File: src/rtl/fg_pkg.sv
package fg_pkg;

   typedef enum logic {
      STAT_READBACK = 1'b0,
      STAT_OPENLOAD = 1'b1
   } stat_mode_e;

   // half-bridge interlock: a pair commanded fully on is dropped entirely
   function automatic logic [1:0] pair_gate(input logic lo_cmd, input logic hi_cmd,
                                            input logic lo_blk, input logic hi_blk);
      logic clash;
      clash = lo_cmd & hi_cmd;
      pair_gate = clash ? 2'b00 : {hi_cmd & ~hi_blk, lo_cmd & ~lo_blk};
   endfunction

endpackage

File: src/rtl/fg_uv_timer.sv
module fg_uv_timer #(
   parameter int UV_DLY_TICKS = 7
) (
   input  logic clk,
   input  logic rst_n,
   input  logic tick,
   input  logic uv_in,
   output logic uv_block
);
   localparam int CNT_W = $clog2(UV_DLY_TICKS + 1);
   localparam logic [CNT_W-1:0] CNT_LIM = CNT_W'(UV_DLY_TICKS);

   logic [CNT_W-1:0] cnt_q;
   logic             expired;

   assign expired  = (cnt_q == CNT_LIM);
   assign uv_block = uv_in & expired;

   always_ff @(posedge clk or negedge rst_n) begin
      if (!rst_n) begin
         cnt_q <= '0;
      end else if (!uv_in) begin
         cnt_q <= '0;
      end else if (tick && !expired) begin
         cnt_q <= cnt_q + 1'b1;
      end
   end
endmodule

File: src/rtl/fg_bridge_gate.sv
module fg_bridge_gate
   import fg_pkg::*;
#(
   parameter int N_BRIDGE = 6,
   localparam int N_SW = 2 * N_BRIDGE
) (
   input  logic [N_SW-1:0] cmd_sw,
   input  logic [N_SW-1:0] sc_mask,
   input  logic            global_off,
   output logic [N_SW-1:0] gated
);
   for (genvar k = 0; k < N_BRIDGE; k++) begin : g_pair
      logic [1:0] pg;
      always_comb begin
         pg = pair_gate(cmd_sw[2*k], cmd_sw[2*k+1], sc_mask[2*k], sc_mask[2*k+1]);
         gated[2*k+1:2*k] = global_off ? 2'b00 : pg;
      end
   end
endmodule

File: src/rtl/fg_status_mux.sv
module fg_status_mux
   import fg_pkg::*;
#(
   parameter int N_SW = 12
) (
   input  logic [N_SW-1:0] sw_en,
   input  logic [N_SW-1:0] cmd_sw,
   input  logic [N_SW-1:0] ol_cmp,
   input  logic            ol_test_n,
   input  logic            force_hi,
   output logic [N_SW-1:0] sw_stat
);
   for (genvar i = 0; i < N_SW; i++) begin : g_bit
      stat_mode_e mode;
      always_comb begin
         mode = (!ol_test_n && !cmd_sw[i]) ? STAT_OPENLOAD : STAT_READBACK;
         if (force_hi)
            sw_stat[i] = 1'b1;
         else if (mode == STAT_OPENLOAD)
            sw_stat[i] = ol_cmp[i];
         else
            sw_stat[i] = sw_en[i];
      end
   end
endmodule

File: src/rtl/drv_fault_gate.sv
module drv_fault_gate #(
   parameter int N_BRIDGE     = 6,
   parameter int UV_DLY_TICKS = 7,
   localparam int N_SW = 2 * N_BRIDGE
) (
   input  logic            clk,
   input  logic            rst_n,
   input  logic            tick,
   input  logic            uv_in,
   input  logic            tw_warn_in,
   input  logic            tsd_in,
   input  logic            hw_inh_n,
   input  logic            sw_run,
   input  logic            ol_test_n,
   input  logic [N_SW-1:0] ol_cmp,
   input  logic [N_SW-1:0] cmd_sw,
   input  logic [N_SW-1:0] sc_mask,
   input  logic            stat_clr,
   output logic [N_SW-1:0] sw_en,
   output logic            pwr_fail,
   output logic            tsd_latched,
   output logic            inh_stat,
   output logic            warn_stat,
   output logic [N_SW-1:0] sw_stat
);
   if (N_BRIDGE < 1) begin : g_bad_bridges
      $error("drv_fault_gate: N_BRIDGE must be at least 1");
   end
   if (UV_DLY_TICKS < 1) begin : g_bad_delay
      $error("drv_fault_gate: UV_DLY_TICKS must be at least 1");
   end

   logic            uv_block;
   logic            inhibit;
   logic            global_off;
   logic            pf_q;
   logic            tsd_q;
   logic [N_SW-1:0] gated;
   logic [N_SW-1:0] en_q;

   fg_uv_timer #(.UV_DLY_TICKS(UV_DLY_TICKS)) u_uv (
      .clk     (clk),
      .rst_n   (rst_n),
      .tick    (tick),
      .uv_in   (uv_in),
      .uv_block(uv_block)
   );

   assign inhibit    = ~hw_inh_n | ~sw_run;
   assign global_off = inhibit | uv_block | tsd_in | tsd_q;

   fg_bridge_gate #(.N_BRIDGE(N_BRIDGE)) u_gate (
      .cmd_sw    (cmd_sw),
      .sc_mask   (sc_mask),
      .global_off(global_off),
      .gated     (gated)
   );

   always_ff @(posedge clk or negedge rst_n) begin
      if (!rst_n) begin
         pf_q  <= 1'b0;
         tsd_q <= 1'b0;
         en_q  <= '0;
      end else begin
         pf_q  <= uv_block | (pf_q & ~stat_clr);
         tsd_q <= tsd_in | (tsd_q & ~stat_clr);
         en_q  <= gated;
      end
   end

   fg_status_mux #(.N_SW(N_SW)) u_stat (
      .sw_en    (en_q),
      .cmd_sw   (cmd_sw),
      .ol_cmp   (ol_cmp),
      .ol_test_n(ol_test_n),
      .force_hi (tsd_q),
      .sw_stat  (sw_stat)
   );

   assign sw_en       = en_q;
   assign pwr_fail    = pf_q | tsd_q;
   assign tsd_latched = tsd_q;
   assign inh_stat    = inhibit | tsd_q;
   assign warn_stat   = tw_warn_in | tsd_q;
endmodule

File: config.mk
export PLATFORM = sky130hd
export DESIGN_NAME = drv_fault_gate
export DESIGN_NICKNAME = d
export VERILOG_FILES = /design/src/rtl/fg_pkg.sv /design/src/rtl/fg_uv_timer.sv /design/src/rtl/fg_bridge_gate.sv /design/src/rtl/fg_status_mux.sv /design/src/rtl/drv_fault_gate.sv
export SDC_FILE = /design/constraint.sdc
export NUM_CORES = 1
export LEC_CHECK = 0
export ABC_AREA = 1
export BUFFER_PORTS_ARGS = -buffer_cell sky130_fd_sc_hd__clkbuf_2
export CELL_PAD_IN_SITES_DETAIL_PLACEMENT = 0
export CELL_PAD_IN_SITES_GLOBAL_PLACEMENT = 1
export CORE_ASPECT_RATIO = 0.6
export CORE_MARGIN = 8
export CORE_UTILIZATION = 28
export DETAILED_ROUTE_END_ITERATION = 8
export GPL_TIMING_DRIVEN = 1
export HOLD_SLACK_MARGIN = 0.05
export PLACE_DENSITY = 0.92
export SLEW_MARGIN = 20
export SYNTH_ARGS = -nofsm -noshare
export SYNTH_HDL_FRONTEND = slang
export SYNTH_SLANG_ARGS = --single-unit
File: constraint.sdc
create_clock -name clk -period 2.7 [get_ports clk]
set_clock_uncertainty 0.15 [all_clocks]
set_input_delay 0.81 -clock clk [delete_from_list [all_inputs] [get_ports clk]]
set_output_delay 0.81 -clock clk [all_outputs]
set_load 0.01 [all_outputs]
# Word level (Yosys, flattened, before mapping)
# Cells that the tools add are included.
# word_totals
mem_bits_rw	0
mem_count	0
elab_cells	129
regBits	17
input_bits	46
romBits	0
latchBits	0
# op_classes
n_lt_le_gt_ge	0
div_mod_pow	0
bitwise	45
add_sub_neg	1
reduce_logical	27
n_eq_ne	2
n_shift	0
mux	50
multipliers	0
# ops
operator	n
two-way mux 1 bit	36
two-way mux 2 bit	12
AND 1 bit	21
NOT 1 bit	15
zero test 1 bit	14
logical AND 1 bit	13
OR 1 bit	9
two-way mux 3 bit	2
adder 3 x 1 -> 3 bit, second input constant	1
== test 3 bit, second input constant	1
!= test 2 x 1 -> 1 bit, second input constant	1

# Logic depth before layout (Yosys ltp)
# Gate-level depths: netlist of the first run.
# depth
ltp_word	6
mapped_depth	6
mapped_depth_nobuf	6

# By module
# Synthesis of the first run repeated with hierarchy kept, for this count alone.
# unflattened
hier_cells	158
area_unflattened_um2	1054.8
# by_module_without_submodules
mod	area_each_um2	n_inst	cells_per_inst	seq_area_each_um2
drv_fault_gate	401.6	1	25	350.3
fg_bridge_gate	245.2	1	62	0.0
fg_status_mux	241.5	1	52	0.0
fg_uv_timer	166.4	1	19	75.1

# Least setup slack after synthesis of the first run
# No wires, ideal clock.
# synth_timing
kind	in2out
from	in ol_test_n
to	out sw_stat[6]
slack_ps	509
path_stages	3
arrival_ps	1231
required_ps	1740
path_cell_list	buf_2 o21ai_0 nand3_1
# synth_via
elab_chain_len	5
# synth_lines
item	line_no	text
from (decl)	drv_fault_gate.sv:14	input logic ol_test_n,
zero test 1 bit	fg_status_mux.sv:16	mode = (!ol_test_n && !cmd_sw[i]) ? STAT_OPENLOAD : STAT_READBACK;
logical AND 1 bit	fg_status_mux.sv:16	
two-way mux 1 bit	fg_status_mux.sv:16	
two-way mux 1 bit	fg_status_mux.sv:19	else if (mode == STAT_OPENLOAD)
two-way mux 1 bit	fg_status_mux.sv:17	if (force_hi)
to (decl)	drv_fault_gate.sv:24	output logic [N_SW-1:0] sw_stat
# Every way passes these cells.

# Worst setup path after layout of the first run
# layout_timing
from	in ol_test_n
to	out sw_stat[4]
# Same word-level chain as after synthesis.

==> results.md, run 1 <==
- Placer congestion estimate: 0.7193
- Part of the cycle the worst path needs: 94.09%
- GRT Util Overall: 10.77%
- Outcome: complete, no violations
- Largest net degree at the start of global routing: 25
- CP max stage cell: clkbuf_2
- Synthesis-to-layout area growth: 43.71%
- # rows: 16
- Hold Slack: 0.3415 ns
- Top cell by count, worst path: clkbuf_2
- Tot Pwr: 564.4 uW
- Max Fclk: 393.6 MHz
- Period minus WS final: 2.540 ns
- Worst Path Arrival: 1.58 ns
- Synth area leader: dfrtp_1
- Async set-reset flop share out of synthesis: 100.0%
- DRC: 0
- CTS Buffer Depth: 2
- Syn Area/Cell: 7.404 sq um
- Seq/Total Area, Yosys: 43.20%
- Dpl cells: 246
- Pwr dens: 398.9 nW/um^2
- Core footprint: 3303 sq um
- Clk pin slew, worst setup/hold paths: 0.06 ns
- Cell count after synthesis: 133
- Vias per cell: 4.252
- Hold Vio Cnt, Final: 0
- Setup crit start kind: input pin
- Worst-Skew Late Latency: 0.25 ns
- Die footprint: 5733 sq um
- Via count: 1063
- Setup total negative slack: 0 ns
- Cell variety after synth: 17
- Die W: 92.56 um
- CP Class: input pin to output port
- Netlist Area Pre-Place: 984.7 sq um
- Data required, critical path: 1.74 ns
- CP Cell Sequence: clkbuf_2 -> o21ai_0 -> nand3_1 -> clkbuf_2
- Drt initial violations: 42
- Max-Cap Viols: 0
- Fin area: 1415 sq um
- Post-CTS Setup Repair Bufs: 0
- Max VDD drop: 0.2075 mV
- Final Net Count: 254
- Most instantiated cells after synthesis: nand2_1, nor2_1, dfrtp_1, nand3_1
- DRT Wirelength: 2958 um
- First-pass GRT wire length: 4919 um
- Synth Net Count: 181
- Worst setup EP type: output port
- DP Area: 1369 sq um
- Tightest Pin Transition: 0.4873 ns
- Final Max Slew Viols: 0
- #FFs+latches synth: 17
- Unrepaired setup endpoints after global routing: false
- Post-cts sizing count: 0
- Final HPWL DP: 2474 um
- Vias in the first global route: 1062
- Ys Warns: 0
- Initial antenna violation count: 0
- Count leader, synth: nand2_1
- # hold bufs at CTS: 0
- Max-slew headroom: 67.48%
- Drt wl/cell: 11.83 um
- Number of endpoints failing setup at the final stage: 0
- Share of cells above drive strength 1: 44.39%
- Hold Path Class: input pin to async pin
- PortBufs: 73
- Final antenna diode count: 0
- Top post-synthesis cells by area: dfrtp_1, nand2_1, nor2_1
- Crit path largest cell delay: 0.28 ns
- Area share of the largest cell type after synthesis: 43.20%
- WP buf/inv: 2
- H-tree Lvls: 1
- Clk root buf: clkbuf_8
- Remaining global-route overflow: 0
- Initial Utilization: 29.81%
- Number of cells on the critical path: 4
- Largest delay share family, worst path: buffers and inverters
- Layout Cells excl Fill: 250
- Post-synth EDFFs: 0
- Pleak: 0.7609 nW
- # IOs: 74
- Num CTS Buffers: 3
- Synth Flop Type: dfrtp_1
- R2R Setup Slk: 1.13 ns
- Final ANT Viol Nets: 0
- Reg2reg end: sw_en[1]
- CTS tree: built
- CTS sink count: 17
- R2R depth: 5
- CP Max Fanout: 24
- TritonRoute pass-1 iters: 3
- Die Y: 61.94 um
- Worst r2r src: u_uv.cnt_q[0]
-- cell type report --
type,instances,area [sq um]
clock buffer,3,41.29
tap,45,56.30
timing repair buffer,73,365.4
fill,340,1888
sequential,17,425.4
multi-input combinational,106,503.0
clock inverter,1,5.005
inverter,5,18.77
-- placed cells by master (no fill, tap or decap), types with 2 or more instances in the layout --
master | synthesis | routed
clkbuf_8 | 0 | 3
ha_1 | 2 | 2
nor2_2 | 10 | 10
dfrtp_1 | 17 | 17
inv_1 | 5 | 5
clkbuf_2 | 0 | 73
o21ai_1 | 3 | 3
nor2_1 | 27 | 27
nand3_1 | 17 | 17
nand2_1 | 31 | 31
o21ai_0 | 10 | 10
-- worst max-delay path by stage --
stage,to,start
global placement,sw_stat[3],ol_test_n
finish,sw_stat[4],ol_test_n
detailed placement,sw_stat[3],ol_test_n
floorplan,sw_stat[6],ol_test_n
CTS,sw_stat[3],ol_test_n
global route,sw_stat[6],ol_test_n
-- metal layers --
metal / global-route usage [%] / part of all wire, % / wire (um) / vias up
li1: - / - / - / 570
met1: 13.10 / 46 / 1368 / 453
met2: 17.61 / 44 / 1294 / 38
met3: 4.317 / 9.1 / 268 / 2
met4: 2.727 / 0.91 / 27 / 0
met5: 0 / 0 / 0 / -
-- flip-flops by register name, summed over array words and instances (netlist names) --
name,count
sw_en,12
u_uv.cnt_q,3
tsd_latched,1
pf_q,1
-- through the flow --
stage          worst slack, ns  util, %
2_1_floorplan           0.5093        -
3_3_place_gp            0.1770    41.44
3_5_place_dp            0.1594    41.44
4_1_cts                 0.1558    42.84
5_1_grt               0.005542    42.84
6_report                0.1596    42.84
-- power breakdown --
part / leakage (nW) / internal [mW] / switching [mW]
Clock: 0.0255 / 0.102 / 0.0831
Combinational: 0.503 / 0.0507 / 0.0662
Sequential: 0.233 / 0.259 / 0.00318
-- worst reg2reg max path, cell delays in order (launching register included) --
cell and delay (ns):
dfrtp_1 0.39, ha_1 0.21, ha_1 0.23, a21oi_2 0.14, nand2_2 0.24, nor2_1 0.16
-- cells by family after synthesis --
logic type / Yosys count / share of synthesized area, %
and+or+nand+nor: 89 / 40.28
DFF: 17 / 43.20
AOI/OAI and AO/OA: 15 / 8.259
buffers and inverters: 10 / 5.718
adders and majority gates: 2 / 2.541
No activity file was read; power rests on OpenSTA's default activity.
==> run 2, diff against run 1 <==
--- a/config.mk
+++ b/config.mk
@@ -9,12 +9,13 @@
 export BUFFER_PORTS_ARGS = -buffer_cell sky130_fd_sc_hd__clkbuf_2
 export CELL_PAD_IN_SITES_DETAIL_PLACEMENT = 0
 export CELL_PAD_IN_SITES_GLOBAL_PLACEMENT = 1
-export CORE_ASPECT_RATIO = 0.6
+export CORE_ASPECT_RATIO = 0.7
 export CORE_MARGIN = 8
 export CORE_UTILIZATION = 28
 export DETAILED_ROUTE_END_ITERATION = 8
 export GPL_TIMING_DRIVEN = 1
 export HOLD_SLACK_MARGIN = 0.05
+export MAX_ROUTING_LAYER = met4
 export PLACE_DENSITY = 0.92
 export SLEW_MARGIN = 20
 export SYNTH_ARGS = -nofsm -noshare
==> results.md, run 2 (synthesis results as in run 1) <==
- Post-CTS Setup Repair Bufs: 0 (unchanged)
- Commonest non-fill, non-tap cell in the layout: clkbuf_2
- Worst Path Arrival: 1.57 ns (about the same)
- Max Fclk: 395.7 MHz (+0.52%)
- Max VDD drop: 0.1408 mV (-32%)
- Setup total negative slack: 0 ns (unchanged)
- Placer congestion estimate: 0.7957 (+11%)
- Largest register FFs: 12 (unchanged)
- Hold Vio Cnt, Final: 0 (unchanged)
- Share of cells above drive strength 1: 43.90% (-0.49 points)
- Die footprint: 5701 sq um (-0.56%)
- Reg area: 425.4 sq um (unchanged)
- Remaining global-route overflow: 0 (unchanged)
- GRT Util Overall: 10.26% (-0.51 points)
- Period minus WS final: 2.527 ns (-0.01314 ns)
- Worst setup EP type: output port
- # IOs: 74 (unchanged)
- Final Max Slew Viols: 0 (unchanged)
- Critical path startpoint: ol_test_n
- Initial antenna violation count: 0 (unchanged)
- CTS tree: built
- Final ANT Viol Nets: 0 (unchanged)
- Max-slew headroom: 65.75% (-1.7 points)
- Die Y: 65.62 um (+5.9%)
- Vias per cell: 4.239 (-0.30%)
- Worst-Skew Late Latency: 0.25 ns (about the same)
- DRT Wirelength: 2918 um (-1.4%)
- Pleak: 0.7581 nW (-0.36%)
- # rows: 18 (+2)
- Unrepaired setup endpoints after global routing: false
- Most frequent cells in the layout: clkbuf_2, nand2_1, nor2_1
- Setup crit start kind: input pin
- Max-Cap Viols: 0 (unchanged)
- Hold Path Class: input pin to async pin
- PortBufs: 73 (unchanged)
- DRC: 0 (unchanged)
- Clk root buf: clkbuf_8
- CP Max Fanout: 24 (unchanged)
- Final WS setup: 0.1727 ns (+0.01314 ns)
- Drt initial violations: 33 (-21%)
- First-pass GRT wire length: 4629 um (-5.9%)
- Number of endpoints failing setup at the final stage: 0 (unchanged)
- # hold bufs at CTS: 0 (unchanged)
- CTS Buffer Depth: 2 (unchanged)
- Final Net Count: 254 (unchanged)
- Filler instances: 372 (+9.4%)
- Data required, critical path: 1.74 ns (about the same)
- Tightest Pin Transition: 0.5132 ns (+0.02585 ns)
- Final HPWL DP: 2422 um (-2.1%)
- Vias in the first global route: 1015 (-4.4%)
- Worst r2r src: u_uv.cnt_q[0]
- Final antenna diode count: 0 (unchanged)
- Drt wl/cell: 11.44 um (-3.3%)
- TritonRoute pass-1 iters: 4 (+1)
- Pwr dens: 396.2 nW/um^2 (-0.67%)
- Setup WS pre-CTS: 0.1568 ns (-0.002579 ns)
- Synthesis-to-layout area growth: 44.22%
- Post-cts sizing count: 0 (unchanged)
- H-tree Lvls: 1 (unchanged)
- Via count: 1081 (+1.7%)
- Num CTS Buffers: 3 (unchanged)
- Outcome: complete, no violations
- Part of the cycle the worst path needs: 93.60% (-0.49 points)
- CP Class: input pin to output port
- CTS sink count: 17 (unchanged)
- Initial Utilization: 28.58% (-1.2 points)
- Area of the multi-input gates: 503.0 sq um (unchanged)
- Core footprint: 3446 sq um (+4.3%)
- Die W: 86.88 um (-6.1%)
- Largest net degree at the start of global routing: 25 (unchanged)
- Clk pin slew, worst setup/hold paths: 0.06 ns (about the same)
[run 2: cell count changes in the layout (fill, tap and decap cells not counted)]
| cell | delta |
|---|---|
| clkbuf_1 | +1 |
| clkinv_2 | -1 |
[run 2: final timing paths]
| kind | depth (start not counted) | slack, ns | endpoint |
|---|---|---|---|
| max in group asynchronous | 1 | 1.77 | sw_en[2] |
| min in group clk | 2 | 0.37 | u_uv.cnt_q[2] |
| min reg2reg | 2 | 0.37 | u_uv.cnt_q[2] |
| max reg2reg | 5 | 1.11 | sw_en[2] |
| max | 4 | 0.17 | sw_stat[10] |
| min | 1 | 0.33 | u_uv.cnt_q[2] |
[run 2: cell type report]
type                    instances  area share (%)
well taps                      50           4.405
flip-flops and latches         17           29.96
multi-input cells             106           35.42
repair buffers                 73           25.73
inverters                       5           1.322
clock buffers                   4           3.172
[run 2: metal layers]
layer / wire length (um) / GRT usage (%) / up-vias
met1: 1360 / 12.90 / 467
met2: 1266 / 15.46 / 41
met4: 27 / 2.564 / 0
li1: - / - / 571
met5: 0 / - / -
met3: 264 / 3.362 / 2
[run 2: critical path, cell delays in order]
cell	delay (ns)
clkbuf_2	0.27
o21ai_0	0.24
nand3_1	0.09
clkbuf_2	0.15
[run 2: where the power goes]
group,switching [mW],leakage [nW],internal [mW]
logic,0.0662,0.503,0.0508
clock network,0.0791,0.0228,0.104
registers,0.00308,0.233,0.259
[run 2: per-stage QoR]
step           area [sq um]  hold WS (ns)  util [%]  instances  power [mW]
2_1_floorplan         984.7        0.3322         -        133      0.3203
3_3_place_gp           1375        0.3509     39.91        251      0.3850
6_report               1420        0.3343     41.21        255      0.5626
4_1_cts                1420        0.3473     41.21        255      0.5750
5_1_grt                1420        0.3693     41.21        255      0.5971
3_5_place_dp           1375        0.3596     39.91        251      0.3862
